[src/rtl/cal_pkg.sv]
package cal_pkg;

    localparam int N_FIELDS = 7;

    typedef enum logic [1:0] {
        ST_HALT = 2'd0,
        ST_RUN  = 2'd1
    } run_state_e;

    typedef struct packed {
        logic [15:0] year;
        logic [7:0]  mon;
        logic [7:0]  day;
        logic [7:0]  wday;
        logic [7:0]  hour;
        logic [7:0]  min;
        logic [7:0]  sec;
    } cal_time_t;

    localparam logic [3:0] SL_SUB  = 4'd0;
    localparam logic [3:0] SL_SEC  = 4'd1;
    localparam logic [3:0] SL_MIN  = 4'd2;
    localparam logic [3:0] SL_HOUR = 4'd3;
    localparam logic [3:0] SL_WDAY = 4'd4;
    localparam logic [3:0] SL_DAY  = 4'd5;
    localparam logic [3:0] SL_MON  = 4'd6;
    localparam logic [3:0] SL_YEAR = 4'd7;
    localparam logic [3:0] SL_CTL1 = 4'd14;
    localparam logic [3:0] SL_CTL2 = 4'd15;

    // Returns {wrapped, next value} for a two-digit BCD field.
    function automatic logic [8:0] bcd_step(input logic [7:0] v,
                                            input logic [7:0] last,
                                            input logic [7:0] first);
        if (v == last)
            return {1'b1, first};
        else if (v[3:0] == 4'd9)
            return {1'b0, v[7:4] + 4'd1, 4'd0};
        else
            return {1'b0, v[7:4], v[3:0] + 4'd1};
    endfunction

    function automatic logic [7:0] bcd_bin(input logic [7:0] v);
        return 8'(v[7:4]) * 8'd10 + 8'(v[3:0]);
    endfunction

    function automatic logic is_leap(input logic [15:0] y);
        logic [7:0] cen;
        logic [7:0] yy;
        cen = bcd_bin(y[15:8]);
        yy  = bcd_bin(y[7:0]);
        if (yy != 8'd0)
            return yy[1:0] == 2'd0;
        else
            return cen[1:0] == 2'd0;
    endfunction

    function automatic logic [7:0] month_last(input logic [7:0] m, input logic lp);
        case (m)
            8'h02:                      return lp ? 8'h29 : 8'h28;
            8'h04, 8'h06, 8'h09, 8'h11: return 8'h30;
            default:                    return 8'h31;
        endcase
    endfunction

endpackage

[src/rtl/cal_subsec.sv]
module cal_subsec #(
    parameter int SUB_W = 7
) (
    input  logic             clk,
    input  logic             rst_n,
    input  logic             run,
    input  logic             tick,
    input  logic             clr,
    output logic [SUB_W-1:0] cnt,
    output logic             wrap
);
    localparam logic [SUB_W-1:0] TOP = '1;

    logic count_now;

    assign count_now = run && tick && !clr;
    assign wrap      = count_now && (cnt == TOP);

    always_ff @(posedge clk) begin
        if (!rst_n)
            cnt <= '0;
        else if (clr)
            cnt <= '0;
        else if (count_now)
            cnt <= cnt + 1'b1;
    end

    // prescaler reset empties the counter
    p_presc_clear_r4: assert property (@(posedge clk) disable iff (!rst_n)
        clr |=> (cnt == '0));

    // the count only moves on a counted tick or a clear
    p_moves_on_tick_r5: assert property (@(posedge clk) disable iff (!rst_n)
        (run && tick && !clr && cnt != TOP) |=> (cnt != '0));

    p_quiet_r4: assert property (@(posedge clk) disable iff (!rst_n)
        (!(run && tick) && !clr) |=> $stable(cnt));

endmodule

[src/rtl/cal_chain.sv]
module cal_chain
    import cal_pkg::*;
#(
    parameter int NF = N_FIELDS
) (
    input  logic            clk,
    input  logic            rst_n,
    input  logic            step,
    input  logic [NF-1:0]   ld_en,
    input  logic [15:0]     ld_data,
    output cal_time_t       cur
);
    logic [8:0] r_sec, r_min, r_hr, r_wd, r_day, r_mon, r_yl, r_yh;
    logic       c_min, c_hr, c_day, c_mon, c_yr, c_cen;
    logic       leap_now;

    assign leap_now = is_leap(cur.year);

    assign r_sec = bcd_step(cur.sec,        8'h59, 8'h00);
    assign r_min = bcd_step(cur.min,        8'h59, 8'h00);
    assign r_hr  = bcd_step(cur.hour,       8'h23, 8'h00);
    assign r_wd  = bcd_step(cur.wday,       8'h06, 8'h00);
    assign r_day = bcd_step(cur.day, month_last(cur.mon, leap_now), 8'h01);
    assign r_mon = bcd_step(cur.mon,        8'h12, 8'h01);
    assign r_yl  = bcd_step(cur.year[7:0],  8'h99, 8'h00);
    assign r_yh  = bcd_step(cur.year[15:8], 8'h99, 8'h00);

    assign c_min = step  && r_sec[8];
    assign c_hr  = c_min && r_min[8];
    assign c_day = c_hr  && r_hr[8];
    assign c_mon = c_day && r_day[8];
    assign c_yr  = c_mon && r_mon[8];
    assign c_cen = c_yr  && r_yl[8];

    always_ff @(posedge clk) begin
        if (!rst_n) begin
            cur.sec  <= 8'h00;
            cur.min  <= 8'h00;
            cur.hour <= 8'h00;
            cur.wday <= 8'h00;
            cur.day  <= 8'h01;
            cur.mon  <= 8'h01;
            cur.year <= 16'h2000;
        end else begin
            if (ld_en[0])      cur.sec  <= ld_data[7:0];
            else if (step)     cur.sec  <= r_sec[7:0];
            if (ld_en[1])      cur.min  <= ld_data[7:0];
            else if (c_min)    cur.min  <= r_min[7:0];
            if (ld_en[2])      cur.hour <= ld_data[7:0];
            else if (c_hr)     cur.hour <= r_hr[7:0];
            if (ld_en[3])      cur.wday <= ld_data[7:0];
            else if (c_day)    cur.wday <= r_wd[7:0];
            if (ld_en[4])      cur.day  <= ld_data[7:0];
            else if (c_day)    cur.day  <= r_day[7:0];
            if (ld_en[5])      cur.mon  <= ld_data[7:0];
            else if (c_mon)    cur.mon  <= r_mon[7:0];
            if (ld_en[6])      cur.year <= ld_data;
            else begin
                if (c_yr)      cur.year[7:0]  <= r_yl[7:0];
                if (c_cen)     cur.year[15:8] <= r_yh[7:0];
            end
        end
    end

    // nothing moves without a step or a load
    p_hold_r3: assert property (@(posedge clk) disable iff (!rst_n)
        (!step && ld_en == '0) |=> $stable(cur));

    // seconds wrap
    p_sec_wrap_r6: assert property (@(posedge clk) disable iff (!rst_n)
        (step && cur.sec == 8'h59) |=> (cur.sec == 8'h00));

    // New Year resolves in one edge
    p_newyear_r7: assert property (@(posedge clk) disable iff (!rst_n)
        (c_day && cur.mon == 8'h12 && cur.day == 8'h31)
        |=> (cur.mon == 8'h01 && cur.day == 8'h01));

    // leap day follows 28 February in a leap year
    p_leap_day_r8: assert property (@(posedge clk) disable iff (!rst_n)
        (c_day && cur.mon == 8'h02 && cur.day == 8'h28 && leap_now)
        |=> (cur.day == 8'h29 && cur.mon == 8'h02));

endmodule

[src/rtl/cal_ctrl.sv]
module cal_ctrl
    import cal_pkg::*;
(
    input  logic       clk,
    input  logic       rst_n,
    input  logic       wr1,
    input  logic       wr2,
    input  logic [7:0] wdata,
    input  logic       sec_step,
    output logic       run,
    output logic       presc_clr,
    output logic       cf,
    output logic       cie,
    output logic       en,
    output logic       irq
);
    run_state_e st_q, st_d;

    always_ff @(posedge clk) begin
        if (!rst_n)
            st_q <= ST_HALT;
        else
            st_q <= st_d;
    end

    always_comb begin
        st_d = st_q;
        unique case (st_q)
            ST_HALT: if (wr2 && wdata[0])  st_d = ST_RUN;   // START
            ST_RUN:  if (wr2 && !wdata[0]) st_d = ST_HALT;  // STOP
            default: st_d = ST_HALT;
        endcase
    end

    always_comb begin
        run       = (st_q == ST_RUN);
        presc_clr = wr2 && wdata[1];
        irq       = cf && cie;
    end

    always_ff @(posedge clk) begin
        if (!rst_n) begin
            cf  <= 1'b0;
            cie <= 1'b0;
            en  <= 1'b0;
        end else begin
            if (sec_step)
                cf <= 1'b1;
            else if (wr1 && !wdata[7])
                cf <= 1'b0;
            if (wr1) cie <= wdata[4];
            if (wr2) en  <= wdata[3];
        end
    end

    // no seconds advance while halted
    p_halt_quiet_r4: assert property (@(posedge clk) disable iff (!rst_n)
        (st_q == ST_HALT) |-> !sec_step);

    // flag rises only after a seconds advance
    p_cf_source_r9: assert property (@(posedge clk) disable iff (!rst_n)
        $rose(cf) |-> $past(sec_step));

    p_cf_clear_r9: assert property (@(posedge clk) disable iff (!rst_n)
        (wr1 && !wdata[7] && !sec_step) |=> !cf);

    // request stays up until a clearing write
    p_irq_sticky_r10: assert property (@(posedge clk) disable iff (!rst_n)
        (irq && !(wr1 && (!wdata[7] || !wdata[4]))) |=> irq);

endmodule

[src/rtl/cal_core.sv]
module cal_core
    import cal_pkg::*;
#(
    parameter int SUB_W  = 7,
    parameter int DATA_W = 16,
    parameter int SLOT_W = 4
) (
    input  logic              clk,
    input  logic              rst_n,
    input  logic              tick,
    input  logic              wr_en,
    input  logic [SLOT_W-1:0] addr,
    input  logic [DATA_W-1:0] wdata,
    output logic [DATA_W-1:0] rdata,
    output logic              carry_irq
);
    logic [SUB_W-1:0]    sub_cnt;
    logic                sec_step;
    logic                run, presc_clr, cf, cie, en;
    logic                wr1, wr2;
    logic [N_FIELDS-1:0] ld_en;
    cal_time_t           now;

    assign wr1 = wr_en && (addr == SL_CTL1);
    assign wr2 = wr_en && (addr == SL_CTL2);

    for (genvar i = 0; i < N_FIELDS; i++) begin : g_ld
        assign ld_en[i] = wr_en && !run && (addr == SLOT_W'(i + 1));
    end

    cal_ctrl u_ctrl (
        .clk       (clk),
        .rst_n     (rst_n),
        .wr1       (wr1),
        .wr2       (wr2),
        .wdata     (wdata[7:0]),
        .sec_step  (sec_step),
        .run       (run),
        .presc_clr (presc_clr),
        .cf        (cf),
        .cie       (cie),
        .en        (en),
        .irq       (carry_irq)
    );

    cal_subsec #(.SUB_W(SUB_W)) u_sub (
        .clk   (clk),
        .rst_n (rst_n),
        .run   (run),
        .tick  (tick),
        .clr   (presc_clr),
        .cnt   (sub_cnt),
        .wrap  (sec_step)
    );

    cal_chain u_chain (
        .clk     (clk),
        .rst_n   (rst_n),
        .step    (sec_step),
        .ld_en   (ld_en),
        .ld_data (wdata),
        .cur     (now)
    );

    always_comb begin
        rdata = '0;
        case (addr)
            SL_SUB:  rdata = DATA_W'(sub_cnt);
            SL_SEC:  rdata = DATA_W'(now.sec);
            SL_MIN:  rdata = DATA_W'(now.min);
            SL_HOUR: rdata = DATA_W'(now.hour);
            SL_WDAY: rdata = DATA_W'(now.wday);
            SL_DAY:  rdata = DATA_W'(now.day);
            SL_MON:  rdata = DATA_W'(now.mon);
            SL_YEAR: rdata = DATA_W'(now.year);
            SL_CTL1: rdata = DATA_W'({cf, 2'b00, cie, 4'b0000});
            SL_CTL2: rdata = DATA_W'({4'b0000, en, 1'b0, 1'b0, run});
            default: rdata = '0;
        endcase
    end

endmodule

[config.mk]
export PLATFORM = sky130hd
export DESIGN_NAME = cal_core
export DESIGN_NICKNAME = d
export VERILOG_FILES = /design/src/rtl/cal_pkg.sv /design/src/rtl/cal_subsec.sv /design/src/rtl/cal_chain.sv /design/src/rtl/cal_ctrl.sv /design/src/rtl/cal_core.sv
export SDC_FILE = /design/constraint.sdc
export NUM_CORES = 1
export LEC_CHECK = 0
export BUFFER_PORTS_ARGS = -buffer_cell sky130_fd_sc_hd__buf_2
export CORE_MARGIN = 2
export CORE_UTILIZATION = 62
export DETAILED_ROUTE_END_ITERATION = 10
export MAX_ROUTING_LAYER = met4
export PLACE_DENSITY = 0.81
export SLEW_MARGIN = 20
export SYNTH_ARGS = -nofsm -noshare
export SYNTH_HDL_FRONTEND = slang
export SYNTH_SLANG_ARGS = --single-unit
export TNS_END_PERCENT = 1
[constraint.sdc]
create_clock -name clk -period 4.5 [get_ports clk]
set_input_delay 0.225 -clock clk [delete_from_list [all_inputs] [get_ports clk]]
set_output_delay 0.225 -clock clk [all_outputs]
set_load 0.05 [all_outputs]
==> metrics.cfg, run 1 <==
[worst_setup_path]
critPathKind = reg2reg
cp.arrival_ps = 3890
worstPathRequired_ps = 4770
cp-end-kind = register
timing.critical_path.slowest_stage_cell = dfxtp_1
path_common_cell = ha_1
slowest_delay_ps = 480
critPathMaxFanout = 8
crit_chain = ha_1 > ha_1 > fa_1 > or2_2 > and2_1 > o311ai_1 > o221ai_4 > o21ai_1 > mux2_2 > a211oi_1
regToRegStartpoint = u_chain.cur[53]
cp-start-kind = register
crit_start = u_chain.cur[53]

[timing]
skew_ps = 8.067
finalCriticalPeriod_ps = 3615
hold_ws_ps = 122.1
max_freq_mhz = 276.6
maxSlewViolCount = 0
hold_violations = 0
slew_headroom_pct = 36.47
rsz0062_at_grt = false
post-route-period-util_pct = 80.34
tns_ps = 0
tightestPinTransition_ps = 944.3
setup_violations = 0

[global_routing]
grt_pass1_wl_mm = 30.32
overflow = 0
grt_util_all_layers_pct = 38.21
globalRouteMet3Util_pct = 7.934
grt_pass1_vias = 6135
antenna_found_initial = 0
grt.met2_usage_pct = 60.73
grt_max_degree = 40
grtUsageMet1_pct = 44.80
grt-busiest-layer = met2

[cts]
h-tree-depth = 3
insertion_delay_ps = 360
path_clk_slew_ps = 80
cts_setup_buffers = 0
cts-resized-gates = 0
cts_hold_buf = 0
cts_made_buffers = 9
cts.sinks = 75
cts_buffer_depth = 2
cts_tree = yes
ctsRootBufferMaster = clkbuf_8

[logic_synthesis]
synth_common_cells = 75 x dfxtp_1, 72 x nor2_1, 67 x o21ai_0
ys_warn_count = 0
syn_inst = 773
synthArstFlopShare_pct = 0
synth_cell_type_count = 79
ys_ff_latch = 75
synth_top_area_share_pct = 25.31
synth_edf_count = 0
synth_ff_type = dfxtp_1
yosys.area.top_type = dfxtp_1
synth_nets = 833
synth_most_common_cell = dfxtp_1
yosysSeqAreaShare_pct = 25.31
synthesis.area_mm2 = 0.005933
avgSynthCellArea_um2 = 7.676
yosys-top-cells-area = dfxtp_1 25%, ha_1 7.2%, o21ai_0 5.7%

[floorplanning]
die_x_um = 101.8
rows = 35
start_util_pct = 63.91
dieArea_mm2 = 0.01037
fp.dieH_um = 101.8
coreArea_mm2 = 0.009284
io_pins = 41

[routing]
routed_via_density = 6.846
totalWireLength_mm = 18.80
vias = 6271
drt_first_pass_iters = 5
drcViolationCount = 0
drt-initial-drc-count = 660
drtAntennaViolNets = 0
wl_per_cell_um = 20.53

[hold_path]
hold_start = wdata[14]
holdCritPathClass = in2reg

[final_layout]
fin_util_pct = 68.58
drive_above_1_share_pct = 10.80
n_antenna_cell = 0
num-nets-final = 843
area_growth_pct = 7.318

[pwr]
p_total_w = 0.001479
peakVddDrop_v = 0.0001662
leakagePower_nw = 2.419
cellPowerDensity_mw_per_mm2 = 232.3

[placement]
post-dp-hpwl_mm = 13.57
gp_congestion = 1.047
io_buffers = 40

[outcome]
status = completed

[job]
maxCapViolations = 0

## cell families after synthesis
logic type / count (synthesis) / synth area share (%)
compound gates: 233 / 26.21
xor+xnor: 18 / 2.657
fa+ha+maj: 36 / 7.845
buf+inv: 82 / 5.546
flops: 75 / 25.31
mux: 30 / 5.652
simple gates: 299 / 26.78
## worst paths after layout
path	endpoint	slack [ps]	depth (start not counted)
setup reg to reg	u_chain.cur[53]	880	10
hold / removal	u_chain.cur[62]	120	3
setup / recovery	u_chain.cur[53]	880	10
hold reg to reg	u_ctrl.cie	480	2
## through the flow
| step | setup WS, ps | cell area, µm² | instances |
|---|---|---|---|
| 2_1_floorplan | 1220 | 5933 | 773 |
| 3_3_place_gp | 1054 | 6138 | 901 |
| 3_5_place_dp | 897.6 | 6138 | 901 |
| 4_1_cts | 888.1 | 6367 | 916 |
| 5_1_grt | 685.0 | 6367 | 916 |
| 6_report | 884.7 | 6367 | 916 |
## per-layer routing
metal	vias to the layer above	routed length (µm)
li1	2891	-
met1	2909	7206
met2	388	8755
met3	83	1830
met4	0	1009
met5	-	0
## cells in the final DEF, fill, tap and decap left out, types with 9 or more instances in the layout
master    synthesis  routed
a211oi_1         16      16
a21oi_1          42      42
a31oi_1          13      13
and2_1           19      19
and3_1           10      10
buf_2             5      40
clkbuf_8          0       9
dfxtp_1          75      75
ha_1             34      34
inv_1            36      36
mux2i_1          20      20
nand2_1          64      64
nand3_1          28      28
nand4_1          14      14
nor2_1           72      72
nor2b_1          11      11
nor3_1           21      21
o211ai_1         10      10
o21ai_0          67      67
o221ai_1         11      11
o22ai_1           9       9
xor2_1           14      14
## report_power, final
| group | internal, W | total, W | switching, W | leakage, nW |
|---|---|---|---|---|
| Clock | 0.000363 | 0.000632 | 0.000270 | 0.119 |
| Sequential | 0.000672 | 0.000690 | 0.0000178 | 0.606 |
| Combinational | 0.0000475 | 0.000157 | 0.000109 | 1.69 |
## sequential cells by signal (all words and copies together), names as in the netlist
name	count
u_sub.cnt	7
u_ctrl.cie	1
u_ctrl.cf	1
u_ctrl.en	1
u_chain.cur	64
u_ctrl.st_q	1
## critical path, delay by kind of cell, from the launching register on
kind / cells / cell delay, ps
mux: 1 / 390
fa+ha+maj: 3 / 930
compound gates: 4 / 1250
flops: 1 / 480
simple gates: 2 / 490
## layout make-up
type,count,area [µm²]
Multi-Input combinational cell,616,4103
Fill cell,842,2917
Sequential cell,75,1501
Timing Repair Buffer,45,237.7
Tap cell,129,161.4
Inverter,36,135.1
Clock buffer,9,123.9
Clock inverter,6,105.1
Power figures use the tool's default switching activity.
==> inputs of run 2 (changes only) <==
- ABC_AREA: not set -> 1
- CORE_UTILIZATION: 62 -> 61
- PLACE_DENSITY: 0.81 -> 0.8
- clock period: 4.5 -> 3.4 ns (I/O delays scaled with it)
==> run 2 against run 1 <==
  * Cell count increased by 4.7%
  * Sequential share of layout area increased by 1.7 points
  * Die area decreased by 5.6%
  * Via count decreased by 6.4%
  * Combinational power decreased by 8%
  * Final area decreased by 6.9%
  * Clock power decreased by 8.4%
  * Synthesized cell count increased by 4.5%
  * Sequential cell count unchanged
  * Global-route usage decreased by 3.5 points
  * Critical path depth increased by 7
  * Sequential power increased by 30%
  * Critical endpoint is now u_chain.cur[54]
==> metrics.cfg, run 2 <==
[outcome]
status = completed

[pwr]
leakagePower_nw = 2.471
pwr-share-comb_pct = 8.9
internal_power_w = 0.001177
p_total_w = 0.001617
clkPwrFrac_pct = 35.8
switching_share_pct = 27.23
switchingPower_w = 0.0004404
peakVddDrop_v = 0.0002033
cellPowerDensity_mw_per_mm2 = 272.7
seqPwrFrac_pct = 55.3

[logic_synthesis]
syn_inst = 808
yosys-top-cells-area = dfxtp_1 27%, nand2_1 8.9%, inv_1 8.4%
yosysSeqAreaShare_pct = 27.32
ys_ff_latch = 75
avgSynthCellArea_um2 = 6.803
yosys.area.top_type = dfxtp_1
synth_common_cells = 130 x nand2_1, 123 x inv_1, 75 x dfxtp_1
synth_top_area_share_pct = 27.32
synth_edf_count = 0
synth_cell_type_count = 49
synthArstFlopShare_pct = 0
synth_ff_type = dfxtp_1
synthesis.area_mm2 = 0.005497
synth_nets = 868
synth_most_common_cell = nand2_1
ys_warn_count = 0

[timing]
post-route-period-util_pct = 90.56
hold_violations = 0
tns_ps = 0
skew_ps = 9.376
rsz0062_at_grt = false
max_freq_mhz = 324.8
setup_violations = 0
finalCriticalPeriod_ps = 3079
tightestPinTransition_ps = 806.8
maxSlewViolCount = 0
slew_headroom_pct = 44.82

[floorplanning]
die_x_um = 98.93
start_util_pct = 63.03
coreArea_mm2 = 0.008721
dieArea_mm2 = 0.009786
fp.dieH_um = 98.93
io_pins = 41
rows = 34

[worst_setup_path]
timing.critical_path.slowest_stage_cell = dfxtp_1
cp.arrival_ps = 3330
critPathMaxFanout = 12
slowest_delay_ps = 480
cp-end-kind = register
crit_start = u_chain.cur[55]
r2r_cells = 17
crit_cells = 17
crit_family = simple AND/OR/NAND/NOR gates
crit_path_end = u_chain.cur[54]
rrSetupSlack_ps = 320
timing.rr.end = u_chain.cur[54]
cp_num_buf_inv = 0
regToRegStartpoint = u_chain.cur[55]
crit_chain = ha_1 > ha_1 > fa_1 > xnor2_1 > nand2_1 > nand2_1 > nand2_1 > nand3_1 > nand2_2 > nand3_2 > nand2_4 > nor2_8 > nand2_4 > o21ai_4 > nand3_1 > nand2_1 > nor2_1
path_common_cell = nand2_1
critPathKind = reg2reg
cp-start-kind = register
worstPathRequired_ps = 3650

[job]
maxCapViolations = 0

[global_routing]
grt_pass1_vias = 5457
grt_max_degree = 43
grt_pass1_wl_mm = 26.53
antenna_found_initial = 0
overflow = 0
grt_util_all_layers_pct = 34.76

[cts]
cts_setup_buffers = 0
insertion_delay_ps = 350
h-tree-depth = 3
cts_buffer_depth = 2
ctsRootBufferMaster = clkbuf_8
cts-resized-gates = 0
cts.sinks = 75
cts_tree = yes
cts_made_buffers = 9
cts_hold_buf = 0
path_clk_slew_ps = 80

[final_layout]
num-nets-final = 908
area_growth_pct = 7.899
n_fill_cell = 779
fin_cells = 959
final_cell_mix = 130 x nand2_1, 123 x inv_1, 75 x dfxtp_1
final_common_cell = nand2_1
drive_above_1_share_pct = 12.57
regMostFlops = u_chain.cur
fin_area_mm2 = 0.005931
fin_util_pct = 68.01
reg_top3 = u_chain.cur: 64 flops, u_sub.cnt: 7 flops
n_antenna_cell = 0
largest_reg_flops = 64

[placement]
place_inst = 945
place_area_mm2 = 0.005782
gp_congestion = 1.031
post-dp-hpwl_mm = 12.33
io_buffers = 40

[routing]
drcViolationCount = 0
drt_first_pass_iters = 5
drtAntennaViolNets = 0
wl_per_cell_um = 16.98
drt-initial-drc-count = 499
dr_wl_met3_mm = 1.758
wl_met2_mm = 7.118
wl_met1_mm = 6.762
top_layer_used = met4
vias = 5868
routed_via_density = 6.119
totalWireLength_mm = 16.29

[hold_path]
holdCritPathClass = in2reg

run 2: worst reg2reg max path, cell delays in order, from the launching register on:
cell     delay [ps]
dfxtp_1         480
ha_1            290
ha_1            230
fa_1            390
xnor2_1         250
nand2_1          80
nand2_1          60
nand2_1          50
nand3_1         100
nand2_2          80
nand3_2          90
nand2_4          70
nor2_8          130
nand2_4          80
o21ai_4         340
nand3_1         140
nand2_1          90
nor2_1           50
run 2: power groups by stage:
stage / combinational [W] / sequential (W) / clock, W
global placement: 0.000136 / 0.000914 / 0
detailed placement: 0.000139 / 0.000915 / 0
floorplan: 0.0000840 / 0.000912 / 0
global route: 0.000156 / 0.000895 / 0.000625
finish: 0.000144 / 0.000895 / 0.000579
CTS: 0.000140 / 0.000894 / 0.000582
run 2: logic make-up (layout without fill, tap and decap cells):
group | count (synthesis) | count (layout) | share of synthesized area, %
buf+inv | 146 | 189 | 10.20
fa+ha+maj | 36 | 36 | 8.468
compound gates | 200 | 200 | 21.88
xor+xnor | 30 | 30 | 4.780
flops | 75 | 75 | 27.32
simple gates | 321 | 321 | 27.36
run 2: cell type report:
type	count	area [µm²]	share of cell area (%)
Timing Repair Buffer	41	207.7	3.502
Clock buffer	11	131.4	2.215
Tap cell	108	135.1	2.278
Inverter	134	503.0	8.481
Multi-Input combinational cell	587	3435	57.91
Sequential cell	75	1501	25.32
Clock inverter	3	17.52	0.2954
run 2: per-stage QoR:
step           hold WS (ps)  setup WS [ps]
4_1_cts               127.8          354.8
3_5_place_dp          473.9          381.9
3_3_place_gp          460.4          525.6
2_1_floorplan         317.3          739.4
5_1_grt               137.7          110.4
6_report              141.5          320.9
run 2: worst min path at each step:
| stage | from | end | slack, ps | cells after the start |
|---|---|---|---|---|
| global placement | u_ctrl.cie | u_ctrl.cie | 460 | 2 |
| finish | wr_en | u_ctrl.cie | 140 | 3 |
| detailed placement | u_ctrl.cie | u_ctrl.cie | 470 | 2 |
| CTS | wr_en | u_ctrl.cie | 130 | 3 |
| floorplan | wdata[0] | u_chain.cur[16] | 320 | 2 |
| global route | wr_en | u_ctrl.cie | 140 | 3 |
run 2: per-layer routing:
layer	up-vias	GRT usage, %
met5	-	-
met4	0	15.81
met3	58	6.525
met2	336	52.23
met1	2677	45.46
li1	2797	-
==> inputs of run 3 (changes only) <==
- CORE_MARGIN: 2 -> 1.5
==> run 3 against run 2 <==
  * Clock-buffer cell count shrank 1
  * Sequential cell count is the same
  * Register-to-register slack lost 20 ps
  * Routed wire length shrank 0.74%
  * Global-route usage grew 0.093 points
  * Worst setup slack lost 15 ps
==> metrics.cfg, run 3 (synthesis gave the netlist of run 2 again) <==
[routing]
wl_per_cell_um = 16.82
totalWireLength_mm = 16.17
drtAntennaViolNets = 0
drt_first_pass_iters = 5
routed_via_density = 6.095
vias = 5857
drcViolationCount = 0
drt-initial-drc-count = 528

[final_layout]
drive_above_1_share_pct = 13.01
n_fill_cell = 765
regMostFlops = u_chain.cur
num-nets-final = 908
final_common_cell = nand2_1
area_growth_pct = 8.878
largest_reg_flops = 64
fin_util_pct = 68.62
final_cell_mix = 130 x nand2_1, 123 x inv_1, 75 x dfxtp_1
fin_cells = 961
n_antenna_cell = 0
reg_top3 = u_chain.cur: 64 flops, u_sub.cnt: 7 flops

[worst_setup_path]
r2r_cells = 17
cp.arrival_ps = 3350
worstPathRequired_ps = 3660
critPathMaxFanout = 12
critPathKind = reg2reg
cp-start-kind = register
cp-end-kind = register

[cts]
cts.sinks = 75
path_clk_slew_ps = 80
cts_hold_buf = 0
ctsRootBufferMaster = clkbuf_8
cts_made_buffers = 9
cts-resized-gates = 0
h-tree-depth = 3
cts_setup_buffers = 0
insertion_delay_ps = 360
cts_tree = yes
cts_buffer_depth = 2

[floorplanning]
io_pins = 41
coreArea_mm2 = 0.008721
fp.dieH_um = 97.93
start_util_pct = 63.03
die_x_um = 97.93
rows = 34
dieArea_mm2 = 0.009589

[global_routing]
grt_util_all_layers_pct = 34.85
overflow = 0
grt_pass1_wl_mm = 26.14
grt_pass1_vias = 5329
antenna_found_initial = 0
grt_max_degree = 43

[timing]
setup_violations = 0
slew_headroom_pct = 45.75
skew_ps = 7.385
max_freq_mhz = 323.2
tightestPinTransition_ps = 813.8
tns_ps = 0
hold_violations = 0
maxSlewViolCount = 0
rsz0062_at_grt = false
finalCriticalPeriod_ps = 3094
post-route-period-util_pct = 91.00

[placement]
gp_congestion = 1.092
post-dp-hpwl_mm = 12.07
place_inst = 945
io_buffers = 40

[hold_path]
worstHoldPathCells = 3
holdCritPathClass = in2reg

[pwr]
leakagePower_nw = 2.498
p_total_w = 0.001758
peakVddDrop_v = 0.0001924
cellPowerDensity_mw_per_mm2 = 293.7

[job]
maxCapViolations = 0

[outcome]
status = completed

[run 3: changes by cell type in the layout (fill, tap and decap cells not counted)]
| cell | previous run | this run |
|---|---|---|
| clkbuf_1 | 2 | 0 |
| clkbuf_8 | 9 | 10 |
| clkinv_4 | 0 | 2 |
| bufinv_16 | 0 | 1 |
[run 3: critical path, cell delays in order, from the launching register on]
cell	delay (ps)
dfxtp_1	500
ha_1	290
ha_1	230
fa_1	380
xnor2_1	240
nand2_1	80
nand2_1	60
nand2_1	50
nand3_1	100
nand2_2	90
nand3_2	90
nand2_4	70
nor2_8	130
nand2_4	80
o21ai_4	350
nand3_1	120
nand2_1	80
nor2_1	50
[run 3: stage by stage]
| step | setup slack, ps | cell area [µm²] | hold slack [ps] |
|---|---|---|---|
| after floorplan | 739.4 | 5497 | 317.3 |
| final | 305.8 | 5984 | 121.7 |
| after detailed placement | 389.3 | 5782 | 475.4 |
| after global placement | 533.2 | 5782 | 461.1 |
| after global routing | 110.7 | 5984 | 135.7 |
| after CTS | 360.2 | 5984 | 125.1 |
[run 3: power breakdown]
group          total [W]  internal (W)  switching (W)
registers       0.000894      0.000884     0.00000985
logic           0.000143     0.0000374       0.000106
clock network   0.000720      0.000359       0.000361
[run 3: cell type report]
| cell class | count | area [µm²] | area share [%] |
|---|---|---|---|
| Clock buffer | 10 | 137.6 | 2.300 |
| Multi-Input combinational cell | 587 | 3435 | 57.39 |
| Tap cell | 108 | 135.1 | 2.258 |
| Timing Repair Buffer | 41 | 207.7 | 3.471 |
| Sequential cell | 75 | 1501 | 25.09 |
| Inverter | 134 | 503.0 | 8.405 |
| Clock inverter | 6 | 65.06 | 1.087 |
[run 3: path summary, 6_finish.rpt]
check	to	start	slack [ps]
max	u_chain.cur[54]	u_chain.cur[53]	310
min	u_ctrl.cie	wr_en	120
max reg2reg	u_chain.cur[54]	u_chain.cur[53]	310
min reg2reg	u_ctrl.cie	u_ctrl.cie	490
[run 3: layer usage]
layer	vias to the layer above	track usage [%]	part of all wire, %
met1	2673	46.53	42
met4	0	14.95	3.9
met5	-	-	0
li1	2799	-	-
met2	322	52.41	44
met3	63	5.440	10
